## config.mk

```make
export PLATFORM = sky130hd
export DESIGN_NAME = rmap_bank_mapper
export DESIGN_NICKNAME = d
export VERILOG_FILES = /design/src/rtl/rmap_pkg.sv /design/src/rtl/rmap_decode.sv /design/src/rtl/rmap_pair.sv /design/src/rtl/rmap_stage.sv /design/src/rtl/rmap_bank_mapper.sv
export SDC_FILE = /design/constraint.sdc
export NUM_CORES = 1
export LEC_CHECK = 0
export BUFFER_PORTS_ARGS = -buffer_cell sky130_fd_sc_hd__buf_4
export CAP_MARGIN = 20
export CORE_MARGIN = 3
export CORE_UTILIZATION = 45
export DETAILED_ROUTE_END_ITERATION = 8
export GPL_TIMING_DRIVEN = 0
export PLACE_DENSITY = 0.84
export SYNTH_ARGS = -nofsm -noshare
export SYNTH_HDL_FRONTEND = slang
export SYNTH_SLANG_ARGS = --single-unit
export TNS_END_PERCENT = 100
```

## constraint.sdc

```tcl
create_clock -name clk -period 1.56 [get_ports clk]
set_input_delay 0.468 -clock clk [delete_from_list [all_inputs] [get_ports clk]]
set_output_delay 0.468 -clock clk [all_outputs]
set_load 0.02 [all_outputs]
```

## src/rtl/rmap_pkg.sv

```systemverilog
package rmap_pkg;
  localparam int SPEC_W    = 6;
  localparam int MODE_W    = 2;
  localparam int BANK_SZ   = 32;
  localparam int USER_REGS = 2 * BANK_SZ;
  localparam int NUM_MODES = 1 << MODE_W;
  localparam int TOTAL_LOG = USER_REGS + (NUM_MODES - 1) * BANK_SZ;
  localparam int PHYS_REGS = 512;
  localparam int LIDX_W    = $clog2(PHYS_REGS);

  typedef struct packed {
    logic [LIDX_W-1:0] idx;
    logic              illegal;
    logic              pair_ok;
    logic [LIDX_W-1:0] pair_idx;
  } map_res_t;
endpackage

```

## src/rtl/rmap_decode.sv

```systemverilog
module rmap_decode
  import rmap_pkg::*;
(
  input  logic [SPEC_W-1:0] spec,
  input  logic [MODE_W-1:0] mode,
  output logic [LIDX_W-1:0] idx,
  output logic              illegal
);
  localparam int LOW_W = $clog2(BANK_SZ);

  logic              user_mode;
  logic              high_half;
  logic [LIDX_W-1:0] bank_base;

  assign user_mode = (mode == '0);
  assign high_half = spec[SPEC_W-1];
  // Non-user bank base: one user block of 64 plus (mode-1) private banks.
  assign bank_base = LIDX_W'(BANK_SZ) + LIDX_W'(mode) * LIDX_W'(BANK_SZ);

  always_comb begin
    illegal = 1'b0;
    if (user_mode) begin
      idx = LIDX_W'(spec);
    end else if (high_half) begin
      idx     = '0;
      illegal = 1'b1;
    end else begin
      idx = bank_base + LIDX_W'(spec[LOW_W-1:0]);
    end
  end
endmodule

```

## src/rtl/rmap_pair.sv

```systemverilog
module rmap_pair
  import rmap_pkg::*;
#(
  parameter bit PAIR_EN = 1'b1
) (
  input  logic [SPEC_W-1:0] spec,
  input  logic [MODE_W-1:0] mode,
  output logic              pair_ok,
  output logic [LIDX_W-1:0] pair_idx
);
  generate
    if (PAIR_EN) begin : g_pair
      always_comb begin
        pair_ok  = (mode == '0) && !spec[SPEC_W-1];
        pair_idx = pair_ok ? LIDX_W'(spec) + LIDX_W'(BANK_SZ) : '0;
      end
    end else begin : g_nopair
      logic unused_in;
      assign unused_in = ^{spec, mode};
      assign pair_ok   = 1'b0;
      assign pair_idx  = '0;
    end
  endgenerate
endmodule

```

## src/rtl/rmap_stage.sv

```systemverilog
module rmap_stage #(
  parameter bit REG_OUT = 1'b1,
  parameter int W       = 8
) (
  input  logic         clk,
  input  logic         rst_n,
  input  logic         in_valid,
  output logic         in_ready,
  input  logic [W-1:0] in_data,
  output logic         out_valid,
  input  logic         out_ready,
  output logic [W-1:0] out_data
);
  generate
    if (REG_OUT) begin : g_reg
      logic         vld_q;
      logic [W-1:0] dat_q;

      assign in_ready = !vld_q || out_ready;

      always_ff @(posedge clk) begin
        if (!rst_n) begin
          vld_q <= 1'b0;
          dat_q <= '0;
        end else if (in_ready) begin
          vld_q <= in_valid;
          if (in_valid) dat_q <= in_data;
        end
      end

      assign out_valid = vld_q;
      assign out_data  = dat_q;
    end else begin : g_comb
      logic unused_clk;
      assign unused_clk = clk ^ rst_n;
      assign in_ready   = out_ready;
      assign out_valid  = in_valid;
      assign out_data   = in_data;
    end
  endgenerate
endmodule

```

## src/rtl/rmap_bank_mapper.sv

```systemverilog
module rmap_bank_mapper
  import rmap_pkg::*;
#(
  parameter bit REG_OUT = 1'b1,
  parameter bit PAIR_EN = 1'b1
) (
  input  logic              clk,
  input  logic              rst_n,
  input  logic              in_valid,
  output logic              in_ready,
  input  logic [SPEC_W-1:0] in_spec,
  input  logic [MODE_W-1:0] in_mode,
  output logic              out_valid,
  input  logic              out_ready,
  output logic [LIDX_W-1:0] out_idx,
  output logic              out_illegal,
  output logic              out_pair_ok,
  output logic [LIDX_W-1:0] out_pair_idx
);
  localparam int RES_W = $bits(map_res_t);

  map_res_t res_d, res_q;

  rmap_decode u_decode (
    .spec    (in_spec),
    .mode    (in_mode),
    .idx     (res_d.idx),
    .illegal (res_d.illegal)
  );

  rmap_pair #(.PAIR_EN(PAIR_EN)) u_pair (
    .spec     (in_spec),
    .mode     (in_mode),
    .pair_ok  (res_d.pair_ok),
    .pair_idx (res_d.pair_idx)
  );

  rmap_stage #(.REG_OUT(REG_OUT), .W(RES_W)) u_stage (
    .clk       (clk),
    .rst_n     (rst_n),
    .in_valid  (in_valid),
    .in_ready  (in_ready),
    .in_data   (res_d),
    .out_valid (out_valid),
    .out_ready (out_ready),
    .out_data  (res_q)
  );

  assign out_idx      = res_q.idx;
  assign out_illegal  = res_q.illegal;
  assign out_pair_ok  = res_q.pair_ok;
  assign out_pair_idx = res_q.pair_idx;
endmodule

```

==> results of run 1 <==
-- critical path: cells and delay by family (launching register included) --
kind / cells / cell delay [ns]
simple gates: 1 / 0.18
buf+inv: 2 / 0.24
flops: 1 / 0.34
-- layer usage --
metal | global-route usage, % | up-vias | wire length [um]
met5 | 0 | - | 0
li1 | - | 398 | -
met3 | 2.68 | 5 | 152
met4 | 15.5 | 0 | 47
met2 | 28.7 | 43 | 1020
met1 | 22.2 | 383 | 836
-- worst paths after layout --
kind                                          start                   end  slack (ns)
worst max-delay path              u_stage.out_valid              in_ready        0.03
worst max register to register    u_stage.out_valid  u_stage.out_data[16]        0.30
worst min-delay path                          rst_n   u_stage.out_data[6]        0.41
worst min register to register  u_stage.out_data[6]   u_stage.out_data[6]        0.44
-- cell type report --
| type | count | area share (%) |
|---|---|---|
| clock inverter | 1 | 0.461 |
| timing repair buffer | 35 | 24.6 |
| multi-input combinational | 60 | 32.2 |
| tap | 16 | 1.85 |
| buffer | 9 | 5.19 |
| clock buffer | 3 | 2.08 |
| inverter | 5 | 2.19 |
| sequential | 17 | 31.5 |
-- power by group --
part	internal [W]	total, W	leakage (nW)	switching, W
logic	0.0000775	0.000176	0.332	0.0000984
clock network	0.0000955	0.000239	0.0177	0.000144
registers	0.000449	0.000457	0.139	0.00000793
total	0.000622	0.000873	0.488	0.000250
-- per-stage QoR --
step | cell area (um2) | hold WS, ns | setup slack [ns] | util, % | std cells
6_report | 1080 | 0.411 | 0.0340 | 69.6 | 146
5_1_grt | 1080 | 0.429 | -0.0204 | 69.6 | 146
4_1_cts | 1040 | 0.411 | 0.0257 | 66.8 | 141
3_5_place_dp | 1010 | 0.424 | -0.120 | 64.8 | 137
3_3_place_gp | 1010 | 0.423 | -0.111 | 64.8 | 137
2_1_floorplan | 772 | 0.509 | 0.160 | - | 92
-- logic make-up after synthesis --
logic type	Yosys count
AO/OA/AOI/OAI	32
adder cells (fa/ha/maj)	3
buffers and inverters	15
flip-flops	17
other	1
AND/OR/NAND/NOR	22
-- what timing repair did --
item	4_1_cts	5_1_grt
buffers inserted	1	5
endpoints found under the setup margin	1	1
resized for setup	2	3
-- flip-flops by register name (all words and copies together), names as in the netlist --
signal,cells
u_stage.out_valid,1
u_stage.out_data,16
-- cell usage in the layout (no fill, tap or decap), drive strengths merged, types with 2 or more instances in the layout --
cell | synthesis | final
nand4 | 12 | 12
inv | 5 | 4
clkinv | 0 | 2
clkbuf | 1 | 4
nor2 | 2 | 2
o21ai | 14 | 14
dfxtp | 17 | 17
nor2b | 2 | 2
ha | 3 | 3
a21oi | 17 | 17
conb | 1 | 3
buf | 9 | 43
nor3 | 2 | 2
==> impl_results.md, run 1 <==
* Total CTS buffers at 3
* Hold depth at 3
* Clk Tree Root Cell: clkbuf_4
* Compound-Gate Fraction of Synth Area at 21.4%
* Worst vdd ir at 0.456 mV
* Worst EP arrival at approximately 1.1 ns
* CP Capture Type: output pin
* Clock transition at the registers of the reported paths at 0.10 ns
* Hold_buf cts at 0
* Ports at 34
* Min-Delay Path Class: primary input to register
* Syn Area/Cell at 8.49 um2
* CP Class: register to output pin
* Initial Utilization at 49.0%
* Die ar. at 2230 um2
* DR vias at ~830
* Per-cell routed wire length at ~14 um
* Drc violations at 0
* RePlAce Congestion at 0.854
* Outcome: completed
* Syn Inst Count at 90
* Synth top cells by count: a21oi_1 (17), dfxtp_1 (17), nand4_1 (12)
* Vias/cell at 5.68
* Power, Total at 0.000873 W
* Max-cap violation count at 0
* H-tree depth reported by CTS at 1
* Simple-gate share of the synthesized area at 17.8%
* Largest family of logic cells by synthesized area: compound AO/OA/AOI/OAI gates
* Layout cells sized above 1 at 40.0%
* Final nets at 146
* Worst r2r path cells at 4
* Cell taking the most area after synthesis: dfxtp_1
* Post-synth top flop: dfxtp_1
* Yosys reg bits at 17
* DRC violation total after the first TritonRoute iteration at 30
* Post-Syn Area at ~760 um2
* Final setup fails at 0
* Core ar. at 1560 um2
* Leak at 0.488 nW
* Die X at 47.2 um
* Register Area at 342 um2
* Die H at around 47 um
* Grt total ovfl at 0
* Crit-path slowest cell: dfxtp_2
* Ys async rst share at 0%
* 1st-pass router iterations at 4
* Multi-input gate area at 349 um2
* Worst slew margin at 65.9%
* WP data required at 1.09 ns
* Largest net degree at the start of global routing at 18
* Fmax at 655 MHz
* Startpoint Class: register
* Synth top area share at approximately 45%
* Cell area power density at 804 nW/um2
* PortBufs at 29
* Least-Margin Pin Slew at 0.510 ns
* Min Tclk post-route at ~1.5 ns
* Number of antenna diodes at 0
* Rows at 14
* Post-synthesis xor/xnor area fraction at 0%
* Max FO, Critical Path at 7
* Netlist cell types at 21
* Vias in the first global route at 688
* CTS tree: yes
* Slew Limit Fails at 0
* Initial antenna violation count at 0
* Post-synth EDFFs at 0
* Top post-synthesis cells by area: dfxtp_1 (45%), a21oi_1 (11%), nand4_1 (9.8%)
* Sequential area share after synthesis at 44.5%
* CTS max path bufs at 2
* # clock sinks at 17
* Fin Setup TNS at 0 ns
* Fill cells at 129
* Adder-cell share of the synthesized area at 4.91%
* Max incr delay on CP at 0.34 ns
* Skew-Pair Late Insertion Delay at a little under 0.3 ns
* GRT Overall Usage at between 10% and 20%
* Routed WL at 2060 um
* Post-route ant nets at 0
* Crit path cell chain: nor2b_4, clkinv_4, buf_6
* Setup Skew at 0.00471 ns
* Mux cell area share after synthesis at 0%
* Crit share post-route at 97.8%
* YS warnings at 0
* First-pass GRT wire length at 2840 um
* Area grow syn2layout at 41.9%
* Final hold violation count at 0
* DP Wirelength at 1400 um
Note: power is estimated with default switching activity, not from simulation.
==> run 2, diff against run 1 <==
PLACE_DENSITY = 0.77   (was 0.84)
==> run 2 against run 1 <==
Total power shrank 1.2%. Global-route usage grew 0.87 points. Sequential share of layout area grew 0.78 points. Clock skew grew 0.0010 ns. Via count shrank 3.6%. Count of clock-buffer cells in the layout grew 1. Largest cell class unchanged. Register-to-register slack is essentially flat. Non-clock buffer count shrank 3. Final cell count shrank 2.1%. Worst hold slack lost 0.0014 ns. Die area is the same.
==> impl_results.md, run 2 (synthesis results as in run 1) <==
* Worst EP arrival at 0.97 ns (-0.09 ns)
* CP Capture Type: output pin
* Die ar. at 2230 um2 (unchanged)
* Clock transition at the registers of the reported paths at 0.10 ns (about the same)
* Min Tclk post-route at 1.44 ns (-0.0883 ns)
* Die X at 47.2 um (unchanged)
* Crit share post-route at 92.2% (-5.7 points)
* Area grow syn2layout at 38.5%
* CTS max path bufs at 2 (unchanged)
* GRT busiest layer: met2
* 1st-pass router iterations at 4 (unchanged)
* Top delay family on crit path: flip-flops
* Initial Utilization at 49.0% (unchanged)
* WP data required at 1.09 ns (about the same)
* Crit path cell chain: nor2b_4, inv_4, buf_6
* # clock sinks at 17 (unchanged)
* Initial antenna violation count at 0 (unchanged)
* First-pass GRT wire length at 2980 um (+4.9%)
* Vias/cell at 5.59 (-1.6%)
* RePlAce Congestion at 0.786 (-8.0%)
* Cell area power density at 814 nW/um2 (+1.2%)
* DR vias at 799 (-3.6%)
* PortBufs at 29 (unchanged)
* Fill cells at 140 (+8.5%)
* Drc violations at 0 (unchanged)
* RSZ-0062 raised after global routing: false
* Most frequent cells in the layout: buf_4 (36), a21oi_1 (17), dfxtp_1 (16)
* Post-DP Area at 1010 um2 (unchanged)
* Crit-path slowest cell: dfxtp_2
* CP Class: register to output pin
* Global-route met2 utilization at 29.5% (+0.81 points)
* Final Worst Setup Slack at 0.122 ns (+0.0883 ns)
* Skew-Pair Late Insertion Delay at 0.29 ns (about the same)
* Fin area at 1060 um2 (-2.4%)
* Commonest non-fill, non-tap cell in the layout: buf_4
* Max incr delay on CP at 0.33 ns (about the same)
* Routed WL at 2010 um (-2.7%)
* Layout cells sized above 1 at 37.8% (-2.2 points)
* Core Util, Final at 67.9% (-1.7 points)
* Leak at 0.472 nW (-3.3%)
* Core ar. at 1560 um2 (unchanged)
* Met3 Usage GRT at 5.75% (+3.1 points)
* Met1 GRT Util at 24.5% (+2.3 points)
* Max FO, Critical Path at 3 (-4)
* Setup Skew at 0.00570 ns (+0.000996 ns)
* Number of buffers and inverters on the critical path at 2 (unchanged)
* Worst vdd ir at 0.521 mV (+14%)
* Max FFs per register at 16 (unchanged)
* Vias in the first global route at 671 (-2.5%)
* Post-place setup slack at -0.125 ns (-0.00515 ns)
* Per-cell routed wire length at 14.0 um (-0.68%)
* Die H at 47.2 um (unchanged)
* Reg2Reg Setup Slack at 0.29 ns (about the same)
* Clk Tree Root Cell: clkbuf_4
* Max-cap violation count at 0 (unchanged)
* CTS tree: yes
* Final nets at 143 (-2.1%)
* Outcome: completed
* Ports at 34 (unchanged)
* DP Wirelength at 1440 um (+2.6%)
* Fmax at 696 MHz (+6.1%)
* Final setup fails at 0 (unchanged)
* Total CTS buffers at 3 (unchanged)
* Rows at 14 (unchanged)
* GRT Overall Usage at 19.3% (+0.87 points)
* Grt total ovfl at 0 (unchanged)
* Largest net degree at the start of global routing at 11 (-7)
* Power, Total at 0.000862 W (-1.2%)
* Post-route ant nets at 0 (unchanged)
* Final hold violation count at 0 (unchanged)
* Number of antenna diodes at 0 (unchanged)
* Slew Limit Fails at 0 (unchanged)
* Min-Delay Path Class: primary input to register
* H-tree depth reported by CTS at 1 (unchanged)
* DRC violation total after the first TritonRoute iteration at 27 (-10%)
* Startpoint Class: register
run 2: changes by cell type in the layout (fill, tap and decap cells not counted):
cell	change
clkinv_4	-1
clkbuf_1	+1
clkinv_2	-1
inv_4	+1
buf_4	-3
run 2: worst min-delay path: stages:
cell	delay [ns]
buf_4	0.11
nand2_1	0.05
a21oi_1	0.03
run 2: path summary, 6_finish.rpt:
check	startpoint	to	cells past startpoint
min	rst_n	u_stage.out_data[6]	3
max	u_stage.out_valid	in_ready	3
max reg2reg	u_stage.out_valid	u_stage.out_data[16]	4
min reg2reg	u_stage.out_data[6]	u_stage.out_data[6]	2
run 2: final cells by class:
class / instances / area [um2] / share of cell area [%]
multi-input combinational: 60 / 349 / 33.0
sequential: 17 / 342 / 32.3
inverter: 5 / 21.3 / 2.01
buffer: 9 / 56.3 / 5.32
clock buffer: 4 / 26.3 / 2.48
tap: 16 / 20.0 / 1.89
timing repair buffer: 32 / 244 / 23.0
run 2: through the flow:
stage	instances	setup TNS [ns]	hold WS, ns
final	143	0	0.410
after global routing	143	0	0.411
after CTS	144	0	0.415
after detailed placement	137	-0.247	0.430
after global placement	137	-0.139	0.423
after floorplan	92	0	0.509
run 2: where the power goes:
| part | total, W | internal [W] | switching, W |
|---|---|---|---|
| Combinational | 0.000171 | 0.0000733 | 0.0000976 |
| Sequential | 0.000457 | 0.000449 | 0.00000741 |
| Clock | 0.000234 | 0.0000995 | 0.000135 |
| Total | 0.000862 | 0.000622 | 0.000240 |
run 2: what timing repair did:
action                                  CTS  global route
endpoints found under the setup margin    1             1
pin swaps                                 0             0
hold buffers                              0             0
setup buffers                             3             0
gates resized for setup                   4             0
hold endpoints to repair                  0             0
run 2: per-layer routing:
metal | wire length [um] | vias to the layer above
met5 | 0 | -
met4 | 29 | 0
met3 | 143 | 4
met2 | 1000 | 40
met1 | 831 | 362
li1 | - | 393
